$ cat config.mk
export PLATFORM = sky130hd
export DESIGN_NAME = prune_filter
export DESIGN_NICKNAME = d
export VERILOG_FILES = /design/src/rtl/prune_pkg.sv /design/src/rtl/lbl_classify.sv /design/src/rtl/conn_table.sv /design/src/rtl/prune_mask.sv /design/src/rtl/prune_filter.sv
export SDC_FILE = /design/constraint.sdc
export NUM_CORES = 1
export LEC_CHECK = 0
export ABC_CLOCK_PERIOD_IN_PS = 1850
export CAP_MARGIN = 5
export CORE_MARGIN = 3
export CORE_UTILIZATION = 30
export DETAILED_ROUTE_END_ITERATION = 7
export PLACE_DENSITY = 0.54
export RECOVER_POWER = 25
export SYNTH_ARGS = -nofsm -noshare
export SYNTH_HDL_FRONTEND = slang
export SYNTH_SLANG_ARGS = --single-unit
$ cat constraint.sdc
create_clock -name clk_i -period 1.85 [get_ports clk_i]
set_clock_uncertainty 0.15 [all_clocks]
set_input_delay 0.37 -clock clk_i [delete_from_list [all_inputs] [get_ports clk_i]]
set_output_delay 0.37 -clock clk_i [all_outputs]
set_load 0.005 [all_outputs]
$ cat src/rtl/prune_pkg.sv
package prune_pkg;
  localparam int LBL_W  = 12;
  localparam int KEY_W  = 2 * LBL_W;
  localparam int PRIO_HI = 15;
  localparam int PRIO_LO = 13;
  localparam int DEI_BIT = 12;

  typedef enum logic [1:0] {
    KIND_UC  = 2'd0,
    KIND_FGL = 2'd1,
    KIND_VL  = 2'd2,
    KIND_BAD = 2'd3
  } kind_e;

  typedef struct packed {
    logic             vld;
    logic             fgl;
    logic [KEY_W-1:0] label;
    logic             lis;
    logic             rtr;
  } conn_ent_t;
endpackage

$ cat src/rtl/lbl_classify.sv
module lbl_classify
  import prune_pkg::*;
(
  input  logic             uc_i,
  input  logic             ext_i,
  input  logic [15:0]      hi_i,
  input  logic [15:0]      lo_i,
  input  logic [LBL_W-1:0] vls_lim_i,
  input  logic             vls_drop_i,
  output kind_e            kind_o,
  output logic             q_fgl_o,
  output logic [LBL_W-1:0] q_hi_o,
  output logic [LBL_W-1:0] q_lo_o,
  output logic [2:0]       prio_o,
  output logic             dei_o
);
  logic             vls_hit;
  logic [3:0]       unused_lo_top;

  assign unused_lo_top = lo_i[15:12];
  assign q_hi_o  = hi_i[LBL_W-1:0];
  assign q_lo_o  = lo_i[LBL_W-1:0];
  assign vls_hit = (q_hi_o < vls_lim_i);
  // same bit positions for every frame kind
  assign prio_o  = hi_i[PRIO_HI:PRIO_LO];
  assign dei_o   = hi_i[DEI_BIT];

  always_comb begin
    if (uc_i)                       kind_o = KIND_UC;
    else if (ext_i && !vls_hit)     kind_o = KIND_FGL;
    else if (ext_i && vls_drop_i)   kind_o = KIND_BAD;
    else                            kind_o = KIND_VL;
  end

  assign q_fgl_o = (kind_o == KIND_FGL);
endmodule

$ cat src/rtl/conn_table.sv
module conn_table
  import prune_pkg::*;
#(
  parameter  int N_BR  = 4,
  parameter  int N_ENT = 16,
  localparam int BR_W  = (N_BR  > 1) ? $clog2(N_BR)  : 1,
  localparam int IDX_W = (N_ENT > 1) ? $clog2(N_ENT) : 1
) (
  input  logic             clk_i,
  input  logic             rst_ni,
  input  logic             we_i,
  input  logic [IDX_W-1:0] idx_i,
  input  conn_ent_t        ent_i,
  input  logic [BR_W-1:0]  br_i,
  input  logic             q_fgl_i,
  input  logic [LBL_W-1:0] q_hi_i,
  input  logic [LBL_W-1:0] q_lo_i,
  output logic [N_BR-1:0]  hit_o,
  output logic [N_BR-1:0]  flag_o
);
  conn_ent_t       ents [N_ENT];
  logic [BR_W-1:0] brs  [N_ENT];
  logic [N_ENT-1:0] key_eq;

  for (genvar e = 0; e < N_ENT; e++) begin : g_ent
    always_ff @(posedge clk_i or negedge rst_ni) begin
      if (!rst_ni) begin
        ents[e] <= '0;
        brs[e]  <= '0;
      end else if (we_i && (idx_i == IDX_W'(e))) begin
        ents[e] <= ent_i;
        brs[e]  <= br_i;
      end
    end

    // 24-bit compare for fine-grained, high half only for plain entries
    assign key_eq[e] = ents[e].vld
                     && (ents[e].label[KEY_W-1:LBL_W] == q_hi_i)
                     && (q_fgl_i ? (ents[e].fgl && ents[e].label[LBL_W-1:0] == q_lo_i)
                                 : !ents[e].fgl);
  end

  for (genvar b = 0; b < N_BR; b++) begin : g_br
    always_comb begin
      hit_o[b]  = 1'b0;
      flag_o[b] = 1'b0;
      for (int e = 0; e < N_ENT; e++) begin
        if (key_eq[e] && (brs[e] == BR_W'(b))) begin
          hit_o[b]  = 1'b1;
          flag_o[b] = flag_o[b] | ents[e].lis | ents[e].rtr;
        end
      end
    end
  end
endmodule

$ cat src/rtl/prune_mask.sv
module prune_mask
  import prune_pkg::*;
#(
  parameter int N_BR = 4
) (
  input  kind_e           kind_i,
  input  logic            mc_i,
  input  logic            miss_fwd_i,
  input  logic [N_BR-1:0] hit_i,
  input  logic [N_BR-1:0] flag_i,
  input  logic [N_BR-1:0] tree_i,
  input  logic [N_BR-1:0] ucm_i,
  output logic [N_BR-1:0] mask_o,
  output logic            drop_o
);
  logic [N_BR-1:0] sel;

  for (genvar b = 0; b < N_BR; b++) begin : g_sel
    assign sel[b] = hit_i[b] ? (mc_i ? flag_i[b] : 1'b1) : miss_fwd_i;
  end

  always_comb begin
    drop_o = 1'b0;
    unique case (kind_i)
      KIND_UC:  mask_o = ucm_i;
      KIND_BAD: begin
        mask_o = '0;
        drop_o = 1'b1;
      end
      default:  mask_o = sel & tree_i;
    endcase
  end
endmodule

$ cat src/rtl/prune_filter.sv
module prune_filter
  import prune_pkg::*;
#(
  parameter  int N_BR  = 4,
  parameter  int N_ENT = 16,
  localparam int BR_W  = (N_BR  > 1) ? $clog2(N_BR)  : 1,
  localparam int IDX_W = (N_ENT > 1) ? $clog2(N_ENT) : 1
) (
  input  logic             clk_i,
  input  logic             rst_ni,
  input  logic [11:0]      cfg_vls_lim_i,
  input  logic             cfg_vls_drop_i,
  input  logic             cfg_miss_fwd_i,
  input  logic             tbl_we_i,
  input  logic [IDX_W-1:0] tbl_idx_i,
  input  logic             tbl_vld_i,
  input  logic [BR_W-1:0]  tbl_br_i,
  input  logic             tbl_fgl_i,
  input  logic [23:0]      tbl_label_i,
  input  logic             tbl_lis_i,
  input  logic             tbl_rtr_i,
  input  logic             desc_vld_i,
  input  logic             desc_uc_i,
  input  logic             desc_ext_i,
  input  logic             desc_mc_i,
  input  logic [15:0]      lbl_hi_i,
  input  logic [15:0]      lbl_lo_i,
  input  logic [N_BR-1:0]  tree_mask_i,
  input  logic [N_BR-1:0]  uc_mask_i,
  output logic             res_vld_o,
  output logic [N_BR-1:0]  fwd_mask_o,
  output logic             drop_o,
  output logic [2:0]       prio_o,
  output logic             dei_o
);
  kind_e            c_kind;
  logic             c_fgl;
  logic [LBL_W-1:0] c_hi, c_lo;
  logic [2:0]       c_prio;
  logic             c_dei;
  logic [N_BR-1:0]  c_hit, c_flag;
  conn_ent_t        wr_ent;

  lbl_classify i_classify (
    .uc_i       (desc_uc_i),
    .ext_i      (desc_ext_i),
    .hi_i       (lbl_hi_i),
    .lo_i       (lbl_lo_i),
    .vls_lim_i  (cfg_vls_lim_i),
    .vls_drop_i (cfg_vls_drop_i),
    .kind_o     (c_kind),
    .q_fgl_o    (c_fgl),
    .q_hi_o     (c_hi),
    .q_lo_o     (c_lo),
    .prio_o     (c_prio),
    .dei_o      (c_dei)
  );

  assign wr_ent = '{vld: tbl_vld_i, fgl: tbl_fgl_i, label: tbl_label_i,
                    lis: tbl_lis_i, rtr: tbl_rtr_i};

  conn_table #(.N_BR(N_BR), .N_ENT(N_ENT)) i_table (
    .clk_i   (clk_i),
    .rst_ni  (rst_ni),
    .we_i    (tbl_we_i),
    .idx_i   (tbl_idx_i),
    .ent_i   (wr_ent),
    .br_i    (tbl_br_i),
    .q_fgl_i (c_fgl),
    .q_hi_i  (c_hi),
    .q_lo_i  (c_lo),
    .hit_o   (c_hit),
    .flag_o  (c_flag)
  );

  // stage 1: lookup result and descriptor context
  logic            s1_vld, s1_mc, s1_miss, s1_dei;
  kind_e           s1_kind;
  logic [2:0]      s1_prio;
  logic [N_BR-1:0] s1_hit, s1_flag, s1_tree, s1_ucm;

  always_ff @(posedge clk_i or negedge rst_ni) begin
    if (!rst_ni) begin
      s1_vld  <= 1'b0;
      s1_mc   <= 1'b0;
      s1_miss <= 1'b0;
      s1_dei  <= 1'b0;
      s1_kind <= KIND_UC;
      s1_prio <= '0;
      s1_hit  <= '0;
      s1_flag <= '0;
      s1_tree <= '0;
      s1_ucm  <= '0;
    end else begin
      s1_vld <= desc_vld_i;
      if (desc_vld_i) begin
        s1_mc   <= desc_mc_i;
        s1_miss <= cfg_miss_fwd_i;
        s1_dei  <= c_dei;
        s1_kind <= c_kind;
        s1_prio <= c_prio;
        s1_hit  <= c_hit;
        s1_flag <= c_flag;
        s1_tree <= tree_mask_i;
        s1_ucm  <= uc_mask_i;
      end
    end
  end

  logic [N_BR-1:0] m_mask;
  logic            m_drop;

  prune_mask #(.N_BR(N_BR)) i_mask (
    .kind_i     (s1_kind),
    .mc_i       (s1_mc),
    .miss_fwd_i (s1_miss),
    .hit_i      (s1_hit),
    .flag_i     (s1_flag),
    .tree_i     (s1_tree),
    .ucm_i      (s1_ucm),
    .mask_o     (m_mask),
    .drop_o     (m_drop)
  );

  // stage 2: outputs, zeroed when idle
  always_ff @(posedge clk_i or negedge rst_ni) begin
    if (!rst_ni) begin
      res_vld_o  <= 1'b0;
      fwd_mask_o <= '0;
      drop_o     <= 1'b0;
      prio_o     <= '0;
      dei_o      <= 1'b0;
    end else begin
      res_vld_o  <= s1_vld;
      fwd_mask_o <= s1_vld ? m_mask : '0;
      drop_o     <= s1_vld & m_drop;
      prio_o     <= s1_vld ? s1_prio : '0;
      dei_o      <= s1_vld & s1_dei;
    end
  end
endmodule

==> flow_summary.json, run 1 <==
{
  "status": "finished with violations",
  "violations": "setup timing",
  "ys_ff_latch": 515,
  "die_w_um": 297.8,
  "synth_nets": 2153,
  "synth.area.mux_share_pct": 21.02,
  "highest-signal-layer": "met4",
  "area_growth_syn_to_layout_pct": 37.48,
  "h-tree-depth": 2,
  "netlist_area_mm2": 0.02555,
  "peakVddDrop_v": 0.0006830,
  "grt_pass1_vias": 19706,
  "syn_inst": 2045,
  "drtIter0Drc": 964,
  "multiInputGateArea_mm2": 0.01347,
  "drive_above_1_share_pct": 47.48,
  "die-area_mm2": 0.08870,
  "rows": 106,
  "synth_ff_type": "dfrtp_1",
  "drc_errors": 0,
  "synth_xor_area_share_pct": 13.16,
  "clkSinkCount": 515,
  "end_kind": "register",
  "root_buffer": "clkbuf_16",
  "dp_hpwl_mm": 60.00,
  "nFillCells": 7835,
  "ant_nets": 0,
  "yosysWarnings": 0,
  "met1Wirelength_mm": 40.42,
  "synth_top_area_share_pct": 50.44,
  "grt_util_all_layers_pct": 19.95,
  "seq_area_mm2": 0.01289,
  "fin_ws_ns": -0.9715,
  "dr_wl_met3_mm": 3.138,
  "finalCriticalPeriod_ns": 2.822,
  "syn_avg_cell_area_um2": 12.49,
  "static-leakage-power_nw": 14.59,
  "cts_max_path_buffers": 3,
  "whs_ns": 0.2044,
  "fin_crit_sh_pct": 152.5,
  "max_cap_viol_count": 0,
  "io_pins": 105,
  "die_h_um": 297.8,
  "clkLatencyLatePin_ns": 0.65,
  "cts.clk_slew.worst_paths_ns": 0.07,
  "nNetsFinal": 2619,
  "seq_area_frac_synth_pct": 50.44,
  "synth_top_area_cell": "dfrtp_1",
  "synth_cell_type_count": 50,
  "synth_compound_area_share_pct": 6.033,
  "synth_top_family_by_area": "multiplexers",
  "critPathKind": "reg -> reg",
  "grt_max_degree": 73,
  "met2_length_mm": 42.51,
  "grt-ovfl-total": 0,
  "antenna_found_initial": 1,
  "drt-total-wl_mm": 89.09,
  "gp_congestion": 0.9367,
  "setup_violations": 8,
  "cts_tree": "built",
  "fin_cells": 3694,
  "synth-edff-count": 0,
  "holdCritPathClass": "in -> reg",
  "synthAdderAreaFrac_pct": 0.6366,
  "fmax_mhz": 354.4,
  "finalSetupTns_ns": -6.734,
  "rsz0062_at_grt": "true",
  "synth-simple-area-share_pct": 5.803,
  "viasPerCell": 4.969,
  "numPortBuffers": 100,
  "design.core.area_mm2": 0.08395,
  "powerDensity_mw_per_mm2": 1045,
  "max_slew.worst_pin.slew_ns": 0.9873,
  "start_kind": "register",
  "cts_buffers": 58,
  "finalHoldViolCount": 0,
  "routedWlPerCell_um": 24.12,
  "routed-via-count": 18354,
  "slew_headroom_pct": 34.18,
  "cp.arrival_ns": 3.26,
  "synth_commonest_cells": "dfrtp_1, mux2_2, xnor2_1, xor2_1, clkbuf_1",
  "yosysMostFrequentCell": "dfrtp_1",
  "dp.cells": 3498,
  "synth.area.top_cells": "dfrtp_1, mux2_2, xnor2_1",
  "start_util_pct": 30.43,
  "ys_async_sr_fraction_pct": 100.0,
  "dp_slack_ns": -2.276,
  "maxSlewViolCount": 0,
  "path_max_fanout": 2,
  "firstDrtPassIters": 6,
  "grt_pass1_wl_mm": 132.9,
  "critPathRequiredTime_ns": 2.29
}
[state kept, by name, indices dropped and copies added, names as in the netlist, 2 cells and up]
signal / cells
s1_flag: 4
i_table.brs: 32
s1_ucm: 4
s1_hit: 4
i_table.ents: 448
prio_o: 3
s1_prio: 3
s1_tree: 4
fwd_mask_o: 4
s1_kind: 2
[stage by stage]
| stage | power, mW | utilization (%) | area (um2) |
|---|---|---|---|
| 3_5_place_dp | 23.60 | 36.76 | 30860 |
| 2_1_floorplan | 20.21 | - | 25710 |
| 6_report | 36.70 | 41.84 | 35120 |
| 5_1_grt | 38.51 | 41.84 | 35120 |
| 3_3_place_gp | 23.30 | 36.76 | 30860 |
| 4_1_cts | 36.87 | 41.39 | 34750 |
[placed cells by master, fill, tap and decap left out, types with 9 or more instances in the layout]
cell / count
xor2_1: 146
buf_6: 59
dlygate4sd2_1: 20
inv_1: 35
a211oi_4: 13
xnor2_1: 227
mux2_2: 476
nor2_1: 34
nor4_1: 28
o211ai_1: 9
a2111oi_4: 20
clkbuf_1: 17
buf_12: 50
clkbuf_16: 58
clkinv_2: 10
clkdlybuf4s50_1: 53
nand3_1: 14
ha_4: 10
buf_4: 332
nand2_1: 54
nand4_1: 62
xnor2_2: 10
nor4_2: 22
clkbuf_8: 9
nor2_4: 9
dfrtp_1: 515
o21ai_0: 33
bufinv_16: 9
buf_2: 10
[final timing paths]
path,from,to,slack (ns),cells after the start
worst max-delay path,i_table.ents[397],s1_flag[1],-0.97,10
worst min-delay path,lbl_hi_i[12],s1_dei,0.20,2
worst max register to register,i_table.ents[397],s1_flag[1],-0.97,10
worst min register to register,s1_prio[2],prio_o[2],0.33,1
max in group asynchronous,rst_ni,i_table.ents[242],0.20,3
min in group asynchronous,rst_ni,i_table.brs[5],0.28,2
[worst max-delay path, cell delays in order, from the launching register on]
cell      delay [ns]
dfrtp_1         0.39
xnor2_1         0.22
nand3_2         0.17
nor4_4          0.49
o211ai_1        0.19
buf_4           0.19
a211oi_4        0.33
buf_4           0.18
a22oi_2         0.06
o211ai_1        0.22
o32a_1          0.19
[final cells by class]
| class | instances | share of cell area (%) |
|---|---|---|
| Clock buffer | 80 | 4.624 |
| Timing Repair Buffer | 544 | 14.60 |
| Antenna cell | 1 | 0.007124 |
| Tap cell | 1134 | 4.039 |
| Clock inverter | 28 | 1.215 |
| Sequential cell | 515 | 36.69 |
| Inverter | 44 | 0.4916 |
| Multi-Input combinational cell | 1348 | 38.34 |
[layer usage]
metal / global-route usage (%) / vias to the layer above
met3: 2.448 / 140
met1: 27.09 / 9632
met4: 6.486 / 0
met5: 0 / -
li1: - / 8219
met2: 33.12 / 363
[logic make-up after synthesis]
logic type                 Yosys count
adders and majority gates           13
buffers and inverters              183
xor gates and xnor gates           384
muxes                              477
DFF                                515
and+or+nand+nor                    276
AOI/OAI and AO/OA                  197
[power breakdown]
group	internal, mW	leakage (nW)	switching, mW	total, mW
sequential	13.8	6.31	1.74	15.5
combinational	4.75	7.27	4.01	8.76
clock	7.44	1.01	4.97	12.4
total	26.0	14.6	10.7	36.7
[timing repair]
action | 4_1_cts | 5_1_grt
hold buffers | 1 | 0
resized for setup | 324 | 81
endpoints found under the hold margin | 515 | 0
setup endpoints to repair | 20 | 16
pin swaps | 100 | 54
cloned | 6 | 0
buffers inserted | 73 | 19
No activity file was read; power rests on OpenSTA's default activity.
==> run 2, diff against run 1 <==
- ABC_AREA: unset -> 1
==> flow_summary.json, run 2 <==
{
  "ys_ff_latch": 515,
  "synth_nets": 3963,
  "critPathRequiredTime_ns": 2.20,
  "clkSinkCount": 515,
  "die-area_mm2": 0.09827,
  "grt_pass1_vias": 26866,
  "design.core.area_mm2": 0.09347,
  "max_slew.worst_pin.slew_ns": 0.9794,
  "fin_crit_sh_pct": 119.2,
  "io_pins": 105,
  "yosysMostFrequentCell": "nand2_1",
  "critPathKind": "in -> reg",
  "start_kind": "input port",
  "path_max_fanout": 5,
  "grt_pass1_wl_mm": 170.3,
  "cp.arrival_ns": 2.55,
  "seq_area_frac_synth_pct": 45.44,
  "synth_ff_type": "dfrtp_1",
  "fmax_mhz": 453.3,
  "area_growth_syn_to_layout_pct": 35.00,
  "dpl-instance-area_mm2": 0.03525,
  "ys_async_sr_fraction_pct": 100.0,
  "dp_hpwl_mm": 80.90,
  "ant_nets": 0,
  "fin_area_mm2": 0.03829,
  "use_met1_pct": 31.68,
  "total_power_mw": 38.33,
  "synth_top_area_cell": "dfrtp_1",
  "end_kind": "register",
  "h-tree-depth": 3,
  "rows": 112,
  "drive_above_1_share_pct": 21.96,
  "regMostFlops": "i_table.ents",
  "grt_use_met3_pct": 3.250,
  "cts_max_path_buffers": 3,
  "drt-total-wl_mm": 113.0,
  "fin_ws_ns": -0.3560,
  "maxSlewViolCount": 0,
  "cts_tree": "built",
  "synth_top_area_share_pct": 45.44,
  "synth-edff-count": 0,
  "largest_reg_flops": 448,
  "drtIter0Drc": 2425,
  "cts_buffers": 66,
  "grt-ovfl-total": 0,
  "reg_top3": "i_table.ents (448), i_table.brs (32)",
  "routedWlPerCell_um": 19.83,
  "max_cap_viol_count": 0,
  "root_buffer": "clkbuf_16",
  "slew_headroom_pct": 34.71,
  "die_w_um": 313.5,
  "r2r-start": "i_table.ents[366]",
  "rsz0062_at_grt": "true",
  "powerDensity_mw_per_mm2": 1001,
  "crit_path_start": "cfg_vls_lim_i[9]",
  "antennaDiodeCount": 0,
  "busiest_layer": "met2",
  "violations": "setup timing",
  "routed-via-count": 27844,
  "netlist_area_mm2": 0.02836,
  "nNetsFinal": 4510,
  "setup_violations": 157,
  "firstDrtPassIters": 6,
  "status": "finished with violations",
  "hold_path_startpoint": "uc_mask_i[3]",
  "antenna_found_initial": 5,
  "grt_util_all_layers_pct": 22.90,
  "static-leakage-power_nw": 18.10,
  "synth_cell_type_count": 44,
  "finalHoldViolCount": 0,
  "gp_congestion": 0.9484,
  "finalCriticalPeriod_ns": 2.206,
  "viasPerCell": 4.887,
  "final_common_cell": "nand2_1",
  "syn_avg_cell_area_um2": 7.357,
  "die_h_um": 313.5,
  "grt_max_degree": 61,
  "start_util_pct": 30.34,
  "layout_common_cells": "nand2_1, o21ai_0, dfrtp_1",
  "whs_ns": 0.1520,
  "yosysWarnings": 0,
  "cts.clk_slew.worst_paths_ns": 0.06,
  "peakVddDrop_v": 0.0006251,
  "syn_inst": 3855,
  "clkLatencyLatePin_ns": 0.64,
  "synth.area.top_cells": "dfrtp_1, nand2_1, o21ai_0",
  "globalRouteMet2Util_pct": 36.55,
  "drc_errors": 0,
  "holdCritPathClass": "in -> reg",
  "numPortBuffers": 100,
  "synth_commonest_cells": "nand2_1, o21ai_0, dfrtp_1, nor2_1, inv_1"
}
## run 2: what timing repair did
| action | in CTS | in global routing |
|---|---|---|
| setup buffers | 8 | 5 |
| cloned | 2 | 0 |
| hold buffers | 2 | 0 |
| setup endpoints to repair | 19 | 8 |
| pin swaps | 98 | 113 |
| hold endpoints to repair | 515 | 0 |
| gates resized for setup | 235 | 151 |
## run 2: power by group
group / internal, mW / switching [mW] / total [mW] / leakage [nW]
combinational: 4.74 / 5.60 / 10.3 / 10.7
clock: 7.40 / 5.24 / 12.6 / 1.02
sequential: 13.6 / 1.78 / 15.4 / 6.42
total: 25.7 / 12.6 / 38.3 / 18.1
## run 2: final timing paths
kind / to / slack (ns) / cells after the start
worst max-delay path: s1_hit[1] / -0.36 / 20
worst min-delay path: s1_ucm[3] / 0.15 / 3
worst max register to register: s1_hit[1] / -0.34 / 16
worst min register to register: dei_o / 0.31 / 2
max in group asynchronous: i_table.ents[48] / -0.09 / 4
min in group asynchronous: i_table.ents[206] / 0.30 / 2
## run 2: cell type report
cell class / count / area [um2]
Timing Repair inverter: 1 / 7.507
Fill cell: 9592 / 55180
Clock buffer: 90 / 1843
Tap cell: 1254 / 1569
Multi-Input combinational cell: 2764 / 14020
Timing Repair Buffer: 684 / 6309
Clock inverter: 20 / 220.2
Inverter: 370 / 1429
Sequential cell: 515 / 12890
## run 2: kinds of logic (layout without fill, tap and decap cells)
group	after synthesis	count (layout)	synth area share, %
xor gates and xnor gates	109	109	3.366
and+or+nand+nor	1921	1921	28.95
AOI/OAI and AO/OA	721	721	13.33
DFF	515	515	45.44
buffers and inverters	576	1165	8.338
adders and majority gates	13	13	0.5735
## run 2: through the flow
stage | TNS, ns | utilization [%] | setup WS (ns) | cells
after global placement | -106.60 | 37.71 | -1.548 | 5575
final | -10.87 | 40.96 | -0.3560 | 5698
after CTS | -2.591 | 40.57 | -0.3781 | 5697
after floorplan | -2.937 | - | -0.3932 | 3855
after global routing | -86.67 | 40.96 | -0.4882 | 5698
after detailed placement | -116.25 | 37.71 | -1.518 | 5575
## run 2: routing by layer
layer	wire (um)	up-vias
met5	0	-
met1	51280	13253
met4	4430	0
met2	50670	798
li1	-	13596
met3	6626	197
## run 2: worst max-delay path, cell delays in order
cell and delay, ns:
buf_6 0.09, inv_8 0.03, ha_4 0.26, nand2_4 0.05, nor2_4 0.11, nand2_2 0.06, nor2_2 0.11, nand2_2 0.07
nand2_4 0.12, nand3_4 0.13, buf_12 0.18, buf_8 0.13, nor2_4 0.17, nor3_4 0.07, nand2_1 0.09, nand2_1 0.07
nor2_1 0.10, nand3_1 0.11, nor2_2 0.16, nor2_1 0.06
